===== config.mk =====
export PLATFORM = sky130hd
export DESIGN_NAME = dual_perf_counter
export DESIGN_NICKNAME = d
export VERILOG_FILES = /design/src/rtl/pmu_pkg.sv /design/src/rtl/pmu_prescaler.sv /design/src/rtl/pmu_event_sel.sv /design/src/rtl/pmu_counter.sv /design/src/rtl/dual_perf_counter.sv
export SDC_FILE = /design/constraint.sdc
export NUM_CORES = 1
export LEC_CHECK = 0
export BUFFER_PORTS_ARGS = -buffer_cell sky130_fd_sc_hd__buf_2
export CORE_MARGIN = 2
export CORE_UTILIZATION = 53
export CTS_BUF_LIST = sky130_fd_sc_hd__clkbuf_2 sky130_fd_sc_hd__clkbuf_4 sky130_fd_sc_hd__clkbuf_8
export DETAILED_ROUTE_END_ITERATION = 7
export GPL_TIMING_DRIVEN = 0
export HOLD_SLACK_MARGIN = 0.1
export MAX_ROUTING_LAYER = met4
export PLACE_DENSITY = 0.84
export RECOVER_POWER = 100
export SYNTH_ARGS = -nofsm -noshare
export SYNTH_HDL_FRONTEND = slang
export SYNTH_SLANG_ARGS = --single-unit

===== constraint.sdc =====
create_clock -name clk -period 5.4 [get_ports clk]
set_input_delay 1.62 -clock clk [delete_from_list [all_inputs] [get_ports clk]]
set_output_delay 1.62 -clock clk [all_outputs]
set_load 0.02 [all_outputs]

===== src/rtl/pmu_pkg.sv =====
package pmu_pkg;
  localparam int CODE_W   = 6;
  localparam int CTL_W    = 16;
  localparam int EN_BIT   = 15;
  localparam int ST_BIT   = 14;
  localparam int CLR_BIT  = 13;
  localparam int SRC_BIT  = 8;
  localparam logic [CODE_W-1:0] EV_ELAPSED = 6'h23;
  localparam logic [CODE_W-1:0] EV_LAST    = 6'h29;

  typedef struct packed {
    logic              en;
    logic              start;
    logic              src;
    logic [CODE_W-1:0] code;
  } ctl_t;

  // Codes with no event behind them count nothing.
  function automatic logic code_valid(input logic [CODE_W-1:0] c);
    return (c != '0) && (c <= EV_LAST) && (c != 6'h0c) && (c != 6'h26)
           && !((c >= 6'h1b) && (c <= 6'h20));
  endfunction

  function automatic logic [CTL_W-1:0] ctl_word(input ctl_t c);
    logic [CTL_W-1:0] w;
    w = '0;
    w[EN_BIT]     = c.en;
    w[ST_BIT]     = c.start;
    w[SRC_BIT]    = c.src;
    w[CODE_W-1:0] = c.code;
    return w;
  endfunction
endpackage


===== src/rtl/pmu_prescaler.sv =====
module pmu_prescaler #(
  parameter int DIV = 64
) (
  input  logic clk,
  input  logic rst,
  output logic tick
);
  localparam int PW = (DIV > 1) ? $clog2(DIV) : 1;
  localparam logic [PW-1:0] LAST = PW'(DIV - 1);

  logic [PW-1:0] div_q;

  always_ff @(posedge clk) begin
    if (rst || div_q == LAST) div_q <= '0;
    else                      div_q <= div_q + 1'b1;
  end

  assign tick = (div_q == LAST);
endmodule


===== src/rtl/pmu_event_sel.sv =====
module pmu_event_sel
  import pmu_pkg::*;
#(
  parameter int N_EVT = 64
) (
  input  logic [N_EVT-1:0] evt,
  input  ctl_t             ctl,
  input  logic             tick,
  output logic             hit
);
  logic elapsed_step;

  always_comb begin
    elapsed_step = ctl.src ? tick : 1'b1;
    if (!code_valid(ctl.code))          hit = 1'b0;
    else if (ctl.code == EV_ELAPSED)    hit = elapsed_step;
    else                                hit = evt[ctl.code];
  end
endmodule


===== src/rtl/pmu_counter.sv =====
module pmu_counter #(
  parameter int CNT_W = 48
) (
  input  logic             clk,
  input  logic             rst,
  input  logic             clr,
  input  logic             inc,
  output logic [CNT_W-1:0] q
);
  always_ff @(posedge clk) begin
    if (rst || clr) q <= '0;
    else if (inc)   q <= q + 1'b1;
  end
endmodule


===== src/rtl/dual_perf_counter.sv =====
module dual_perf_counter
  import pmu_pkg::*;
#(
  parameter int CNT_W     = 48,
  parameter int LO_W      = 32,
  parameter int DATA_W    = 32,
  parameter int ADDR_W    = 5,
  parameter int PRESC_DIV = 64
) (
  input  logic                      clk,
  input  logic                      rst,
  input  logic                      bus_wr,
  input  logic                      bus_rd,
  input  logic [ADDR_W-1:0]         bus_addr,
  input  logic [DATA_W-1:0]         bus_wdata,
  input  logic [(1<<CODE_W)-1:0]    evt_strobe,
  output logic [DATA_W-1:0]         bus_rdata
);
  localparam int N_CNT = 2;
  localparam int HI_W  = CNT_W - LO_W;
  localparam int N_EVT = 1 << CODE_W;

  logic                        in_ctl, in_cnt;
  ctl_t                        ctl_q [N_CNT];
  logic [N_CNT-1:0]            clr_pulse;
  logic [N_CNT-1:0]            run;
  logic [N_CNT-1:0]            hit;
  logic [N_CNT-1:0][CNT_W-1:0] cnt_q;
  logic [LO_W-1:0]             shadow_q [N_CNT];
  logic [N_CNT-1:0]            shadow_vld;
  logic                        tick;
  logic [DATA_W-1:0]           rd_val;
  logic                        unused_wdata;

  // Address decode: control region 0x00/0x04, count region 0x10..0x1C.
  assign in_ctl = (bus_addr[ADDR_W-1:3] == '0) && (bus_addr[1:0] == 2'b00);
  assign in_cnt = (bus_addr[ADDR_W-1:4] == (ADDR_W-4)'(1)) && (bus_addr[1:0] == 2'b00);
  assign unused_wdata = &{1'b0, bus_wdata[DATA_W-1:CTL_W], bus_wdata[12:9],
                          bus_wdata[7:CODE_W]};

  pmu_prescaler #(.DIV(PRESC_DIV)) presc_i (
    .clk  (clk),
    .rst  (rst),
    .tick (tick)
  );

  for (genvar k = 0; k < N_CNT; k++) begin : g_cnt
    logic ctl_hit;
    assign ctl_hit      = bus_wr && in_ctl && (bus_addr[2] == 1'(k));
    assign clr_pulse[k] = ctl_hit && bus_wdata[CLR_BIT];
    assign run[k]       = ctl_q[k].en && ctl_q[k].start;

    always_ff @(posedge clk) begin
      if (rst)          ctl_q[k] <= '0;
      else if (ctl_hit) ctl_q[k] <= '{en:    bus_wdata[EN_BIT],
                                      start: bus_wdata[ST_BIT],
                                      src:   bus_wdata[SRC_BIT],
                                      code:  bus_wdata[CODE_W-1:0]};
    end

    pmu_event_sel #(.N_EVT(N_EVT)) sel_i (
      .evt  (evt_strobe),
      .ctl  (ctl_q[k]),
      .tick (tick),
      .hit  (hit[k])
    );

    pmu_counter #(.CNT_W(CNT_W)) cnt_i (
      .clk (clk),
      .rst (rst),
      .clr (clr_pulse[k]),
      .inc (run[k] && hit[k]),
      .q   (cnt_q[k])
    );

    // Snapshot of the low part, taken on a high read.
    always_ff @(posedge clk) begin
      if (rst) begin
        shadow_q[k]   <= '0;
        shadow_vld[k] <= 1'b0;
      end else if (bus_rd && in_cnt && (bus_addr[3] == 1'(k))) begin
        if (!bus_addr[2]) begin
          shadow_q[k]   <= cnt_q[k][LO_W-1:0];
          shadow_vld[k] <= 1'b1;
        end else begin
          shadow_vld[k] <= 1'b0;
        end
      end
    end
  end

  always_comb begin
    rd_val = '0;
    if (in_ctl) begin
      rd_val[CTL_W-1:0] = ctl_word(ctl_q[bus_addr[2]]);
    end else if (in_cnt) begin
      if (!bus_addr[2])
        rd_val[HI_W-1:0] = cnt_q[bus_addr[3]][CNT_W-1:LO_W];
      else if (shadow_vld[bus_addr[3]])
        rd_val[LO_W-1:0] = shadow_q[bus_addr[3]];
      else
        rd_val[LO_W-1:0] = cnt_q[bus_addr[3]][LO_W-1:0];
    end
  end

  always_ff @(posedge clk) begin
    if (rst)         bus_rdata <= '0;
    else if (bus_rd) bus_rdata <= rd_val;
  end
endmodule


==> results of run 1 <==
[power by group]
part	internal [mW]	switching, mW	total, mW	leakage, nW
logic	0.104	0.177	0.280	2.10
clock network	0.953	0.689	1.64	0.420
registers	1.74	0.0189	1.76	1.90
total	2.80	0.885	3.68	4.42
[through the flow]
| stage | instance area [um^2] | total power, mW | util [%] | cells | hold WS [ns] |
|---|---|---|---|---|---|
| final | 13340 | 3.682 | 61.31 | 1655 | 0.4588 |
| after global routing | 13340 | 3.776 | 61.31 | 1655 | 0.5014 |
| after CTS | 13390 | 3.674 | 61.56 | 1654 | 0.4635 |
| after detailed placement | 12580 | 2.067 | 57.83 | 1588 | 0.4500 |
| after global placement | 12560 | 2.060 | 57.72 | 1587 | 0.4266 |
| after floorplan | 11730 | 1.962 | - | 1211 | 0.4179 |
[cell usage in the layout (no fill, tap or decap), types with 5 or more instances in the layout]
cell type,synthesis,layout
and2_0,0,53
dfxtp_1,136,136
and2_1,80,27
buf_2,10,69
xor2_1,16,16
o21a_1,7,7
mux4_2,36,36
o31ai_1,18,18
nand3_1,46,46
and3_1,14,14
or3_1,31,31
nand2_1,80,80
clkinv_1,0,5
clkbuf_4,0,9
clkbuf_8,0,41
mux2i_1,26,26
inv_1,27,27
o211ai_1,16,16
edfxtp_1,82,82
or4_2,9,9
a21oi_1,98,98
clkinv_2,0,5
nor2b_1,30,30
or4_1,13,13
o21ai_0,52,52
nor2_1,76,76
buf_1,10,6
nand2b_1,11,11
nand4_1,32,32
nor3b_1,7,7
a31oi_1,9,9
xnor2_1,26,26
nor3_1,31,31
mux2_2,38,38
nor4_1,16,15
and4_1,13,13
a211oi_1,9,9
clkbuf_1,60,102
[how the worst max path moves through the flow]
| stage | to | slack (ns) |
|---|---|---|
| detailed placement | g_cnt[0].cnt_i.q[25]$_SDFFE_PP0P_ | 0.27 |
| CTS | g_cnt[0].cnt_i.q[25]$_SDFFE_PP0P_ | 0.77 |
| finish | g_cnt[0].cnt_i.q[25]$_SDFFE_PP0P_ | 0.50 |
| global route | g_cnt[0].cnt_i.q[29]$_SDFFE_PP0P_ | 0.46 |
| floorplan | shadow_q[1][0]$_SDFFCE_PN0P_ | 0.79 |
| global placement | shadow_q[1][3]$_SDFFCE_PN0P_ | -0.46 |
[registers in the layout, summed over array words and instances (netlist names)]
name and count:
bus_rdata 32, ctl_q 18, g_cnt.cnt_i.q 96, presc_i.div_q 6, shadow_q 64, shadow_vld 2
[routing by layer]
metal / up-vias / track usage [%]
met3: 114 / 4.835
met2: 535 / 45.78
li1: 4744 / -
met1: 4997 / 37.62
met5: - / -
met4: 0 / 13.58
[cell type report]
cell class,count,area [um^2],area share (%)
Multi-Input combinational cell,882,6097,45.71
Sequential cell,218,5185,38.87
Clock buffer,50,631.9,4.737
Timing Repair Buffer,97,440.4,3.302
Buffer,84,350.3,2.627
Tap cell,280,350.3,2.627
Clock inverter,16,178.9,1.341
Inverter,27,101.3,0.7598
Antenna cell,1,2.502,0.01876
[worst max-delay path, cell delays in order]
cell and delay (ns):
clkbuf_1 0.17, nor4_1 0.83, clkbuf_1 0.32, nand2_1 0.14, o21bai_1 0.83, o21a_1 0.23, clkbuf_1 0.52, clkbuf_1 0.54
a21oi_1 0.08
[logic make-up after synthesis]
kind of cell / count (synthesis) / synth area share (%)
AO/OA/AOI/OAI: 227 / 11.42
multiplexers: 100 / 12.78
XOR/XNOR: 42 / 3.137
buffers and inverters: 111 / 3.873
flip-flops: 218 / 44.22
adder cells (fa/ha/maj): 3 / 0.3201
AND/OR/NAND/NOR: 510 / 24.25
==> flow_summary.yaml, run 1 <==
global_routing:
  grt_pass1_wl_mm: 53.27
  gr-total-overflow: 0
  grtUsageTotal_pct: 29.33
  antenna_found_initial: 1
  grt_pass1_vias: 9875
  grt_max_degree: 33
sta:
  grt_setup_unrepaired: "false"
  fin_tns_setup_ns: 0
  slew_headroom_pct: -13.17
  max_freq_mhz: 204.3
  finalSetupViolations: 0
  min_period_ns: 4.896
  setup_slack_ns: 0.5043
  hold_viol: 0
  maxSlewViolCount: 66
  clock_skew_ns: 0.03211
  finalCritPeriodShare_pct: 90.66
  worst_pin_slew_ns: 1.696
layout:
  final_nets: 1454
  filler_cell_count: 1745
  area_growth_pct: 13.74
  drive_above_1_share_pct: 16.96
synthesis:
  ys_seq_area_share_pct: 44.22
  syn_area_um2: 11730
  ys_dominant_reg_cell: "dfxtp_1"
  yosys-top-cells-count: "136 x dfxtp_1, 98 x a21oi_1, 82 x edfxtp_1"
  yosysMostFrequentCell: "dfxtp_1"
  netlist.area_leader.share_pct: 23.22
  synth_top_cell_by_area: "dfxtp_1"
  async_flop_share_pct: 0
  yosys_warnings: 0
  avgSynthCellArea_um2: 9.683
  synth_edf_count: 82
  ys_ff_latch: 218
  synth_area_leaders: "dfxtp_1 23%, edfxtp_1 21%, mux4_2 6.9%, and2_1 4.3%, a21oi_1 4.2%"
  syn_nets: 1319
  netlist_instances: 1211
  yosysUniqueCellTypes: 63
run_status:
  violations: "max-capacitance violations, max-slew violations"
  status: "complete, but fails checks"
routing:
  drtPass1Iterations: 5
  vias: 10390
  dr_wl_met3_mm: 3.164
  wl_met1_mm: 13.45
  wl_mm: 33.98
  via_per_inst: 6.278
  ant_nets: 0
  drc: 0
  dr_wl_met2_mm: 15.79
  topRoutingLayerUsed: "met4"
  routedWlPerCell_um: 20.53
  drt_iter0_drc: 1176
worst_setup_path:
  setup.worst_path.start: "bus_addr[3]"
  cp.arrival_ns: 5.29
  critPathKind: "primary input to register"
  r2r-end: "g_cnt[1].cnt_i.q[38]$_SDFFE_PP0P_"
  critPathCaptureType: "register"
  start_kind: "primary input"
  worstPathMaxFanout: 11
  rr_worst_depth: 8
  worst_ep_required_time_ns: 5.79
  r2r_start: "presc_i.div_q[0]$_SDFF_PP0_"
  rrSetupSlack_ns: 1.67
clock_network:
  clockBufferDepth: 3
  cts-resized-gates: 0
  path_clk_slew_ns: 0.06
  cts_made_buffers: 36
  clkLatencyLatePin_ns: 0.54
  h-tree-depth: 2
  postCtsSetupBuffers: 0
  root_buffer: "clkbuf_8"
  cts_tree: "yes"
  clock-sinks: 218
  ctsHoldBuffers: 0
die:
  rows: 54
  top_level_ports: 137
  core-area_um2: 21760
  die_x_um: 152.7
  die_height_um: 152.7
  dieArea_um2: 23330
  start_util_pct: 53.90
placement:
  dpl_worst_slack_ns: 0.2653
  io_buffers: 96
  dp_hpwl_mm: 24.70
  gp_congestion: 0.9598
pwr:
  p_leak_nw: 4.421
  pwr_density_cell_nw_per_um2: 276.0
  ir_drop_mv: 0.1614
worst_hold_path:
  hp-class: "register to register"
  hold_path_startpoint: "presc_i.div_q[0]$_SDFF_PP0_"
  worstHoldEndpoint: "presc_i.div_q[0]$_SDFF_PP0_"
  min_delay_path_depth: 1
run:
  maxCapViolCount: 2
Power figures use the tool's default switching activity.
==> run 2: changes to the inputs <==
CORE_MARGIN = not set   (was 2)
CORE_UTILIZATION = 35   (was 53)
PLACE_DENSITY = 0.62   (was 0.84)
==> flow_summary.yaml, run 2 (synthesis results as in run 1) <==
sta:
  finalCritPeriodShare_pct: 93.55
  finalSetupViolations: 0
  worst_pin_slew_ns: 2.190
  hold_slack_ns: 0.4449
  slew_headroom_pct: -47.32
  clock_skew_ns: 0.02672
  setup_slack_ns: 0.3482
  fin_tns_setup_ns: 0
  min_period_ns: 5.052
  maxSlewViolCount: 43
  max_freq_mhz: 197.9
  grt_setup_unrepaired: "false"
  hold_viol: 0
layout:
  utilization_pct: 41.34
  largest_reg_flops: 96
  final_nets: 1457
  n_antenna_cell: 0
  area_growth_pct: 15.57
  top_register: "g_cnt.cnt_i.q"
  layout_commonest_cell: "dfxtp_1"
  final_cell_area_um2: 13550
  drive_above_1_share_pct: 17.19
  top_regs: "g_cnt.cnt_i.q x96, shadow_q x64, bus_rdata x32"
  final_cell_mix: "136 x dfxtp_1, 105 x clkbuf_1, 98 x a21oi_1"
clock_network:
  postCtsSetupBuffers: 0
  cts-resized-gates: 0
  ctsHoldBuffers: 0
  cts_made_buffers: 38
  clock-sinks: 218
  root_buffer: "clkbuf_8"
  clockBufferDepth: 3
  h-tree-depth: 2
  path_clk_slew_ns: 0.06
  cts_tree: "yes"
  clkLatencyLatePin_ns: 0.55
pwr:
  ir_drop_mv: 0.1546
  clkPwrFrac_pct: 44.2
  power.switching_mw: 0.8926
  switching_share_pct: 24.40
  p_seq_share_pct: 48.0
  p_leak_nw: 4.452
  combPwrFrac_pct: 7.7
  pwr_density_cell_nw_per_um2: 270.0
  power.internal_mw: 2.766
routing:
  vias: 10110
  drt_iter0_drc: 915
  via_per_inst: 5.554
  drc: 0
  wl_mm: 35.07
  routedWlPerCell_um: 19.26
  ant_nets: 0
  drtPass1Iterations: 5
placement:
  dp_hpwl_mm: 26.07
  dpl_worst_slack_ns: 0.1733
  place_area_um2: 12810
  gp_congestion: 0.8830
  io_buffers: 96
global_routing:
  grtUsageTotal_pct: 21.43
  grt_pass1_wl_mm: 54.82
  grt_pass1_vias: 9556
  grt_max_degree: 33
  gr-total-overflow: 0
  antenna_found_initial: 0
worst_hold_path:
  worstHoldEndpoint: "presc_i.div_q[0]$_SDFF_PP0_"
  hold_path_startpoint: "presc_i.div_q[0]$_SDFF_PP0_"
  min_delay_path_depth: 1
  hp-class: "register to register"
run_status:
  violations: "max-capacitance violations, max-slew violations"
  status: "complete, but fails checks"
die:
  dieArea_um2: 34240
  die_x_um: 185.0
  rows: 66
  start_util_pct: 35.77
  core-area_um2: 32780
  top_level_ports: 137
  die_height_um: 185.0
worst_setup_path:
  rrSetupSlack_ns: 0.78
  rr_worst_depth: 8
  critPathCaptureType: "register"
  start_kind: "primary input"
  cp.arrival_ns: 5.52
  worstPathMaxFanout: 9
  worst_ep_required_time_ns: 5.87
  r2r_start: "ctl_q[1][2]$_SDFFCE_PN0P_"
  critPathKind: "primary input to register"
  r2r-end: "g_cnt[1].cnt_i.q[38]$_SDFFE_PP0P_"
run:
  maxCapViolCount: 3
run 2: changes by cell type in the layout (fill, tap and decap cells not counted), moves of 3 or more:
cell,change
and2_1,+7
clkinv_1,-3
clkbuf_8,+4
clkbuf_1,+3
buf_2,-3
clkbuf_4,+7
and2_0,-7
bufinv_16,-3
run 2: cell type report:
| type | count | area, um^2 |
|---|---|---|
| Buffer | 84 | 349.1 |
| Clock buffer | 61 | 739.5 |
| Clock inverter | 9 | 76.32 |
| Fill cell | 3260 | 19230 |
| Tap cell | 442 | 553.0 |
| Multi-Input combinational cell | 882 | 6093 |
| Inverter | 27 | 101.3 |
| Sequential cell | 218 | 5185 |
| Timing Repair Buffer | 98 | 454.2 |
run 2: metrics by stage:
stage | std cells | power, mW
CTS | 1821 | 3.693
floorplan | 1211 | 1.962
detailed placement | 1751 | 2.076
finish | 1821 | 3.659
global placement | 1749 | 2.070
global route | 1821 | 3.791
run 2: how the worst max path moves through the flow:
stage	end	start	cells past startpoint
finish	g_cnt[1].cnt_i.q[38]$_SDFFE_PP0P_	evt_strobe[36]	8
floorplan	shadow_q[1][0]$_SDFFCE_PN0P_	bus_addr[4]	6
detailed placement	g_cnt[0].cnt_i.q[21]$_SDFFE_PP0P_	bus_addr[3]	8
CTS	g_cnt[0].cnt_i.q[21]$_SDFFE_PP0P_	bus_addr[3]	8
global route	g_cnt[1].cnt_i.q[18]$_SDFFE_PP0P_	evt_strobe[36]	9
global placement	shadow_q[1][3]$_SDFFCE_PN0P_	bus_addr[3]	6
run 2: power groups by stage:
stage	logic [mW]	clock network, mW	registers, mW
6_report	0.283	1.62	1.76
5_1_grt	0.305	1.73	1.76
4_1_cts	0.286	1.65	1.76
3_5_place_dp	0.285	0	1.79
3_3_place_gp	0.278	0	1.79
2_1_floorplan	0.174	0	1.79
run 2: metal layers:
metal  track usage, %  share of wire [%]  up-vias
li1                 -                  -     4773
met1            28.12                 44     4941
met2            33.92                 47      337
met3            2.694                6.0       62
met4            7.669                3.0        0
met5                -                  0        -
run 2: worst max-delay path, cell delays in order:
cell      delay (ns)
clkbuf_1        0.11
mux4_2          0.24
and3b_1         0.17
a211oi_1        0.10
nor4_1          1.77
nand2_1         0.58
or4_2           0.77
a21oi_1         0.16
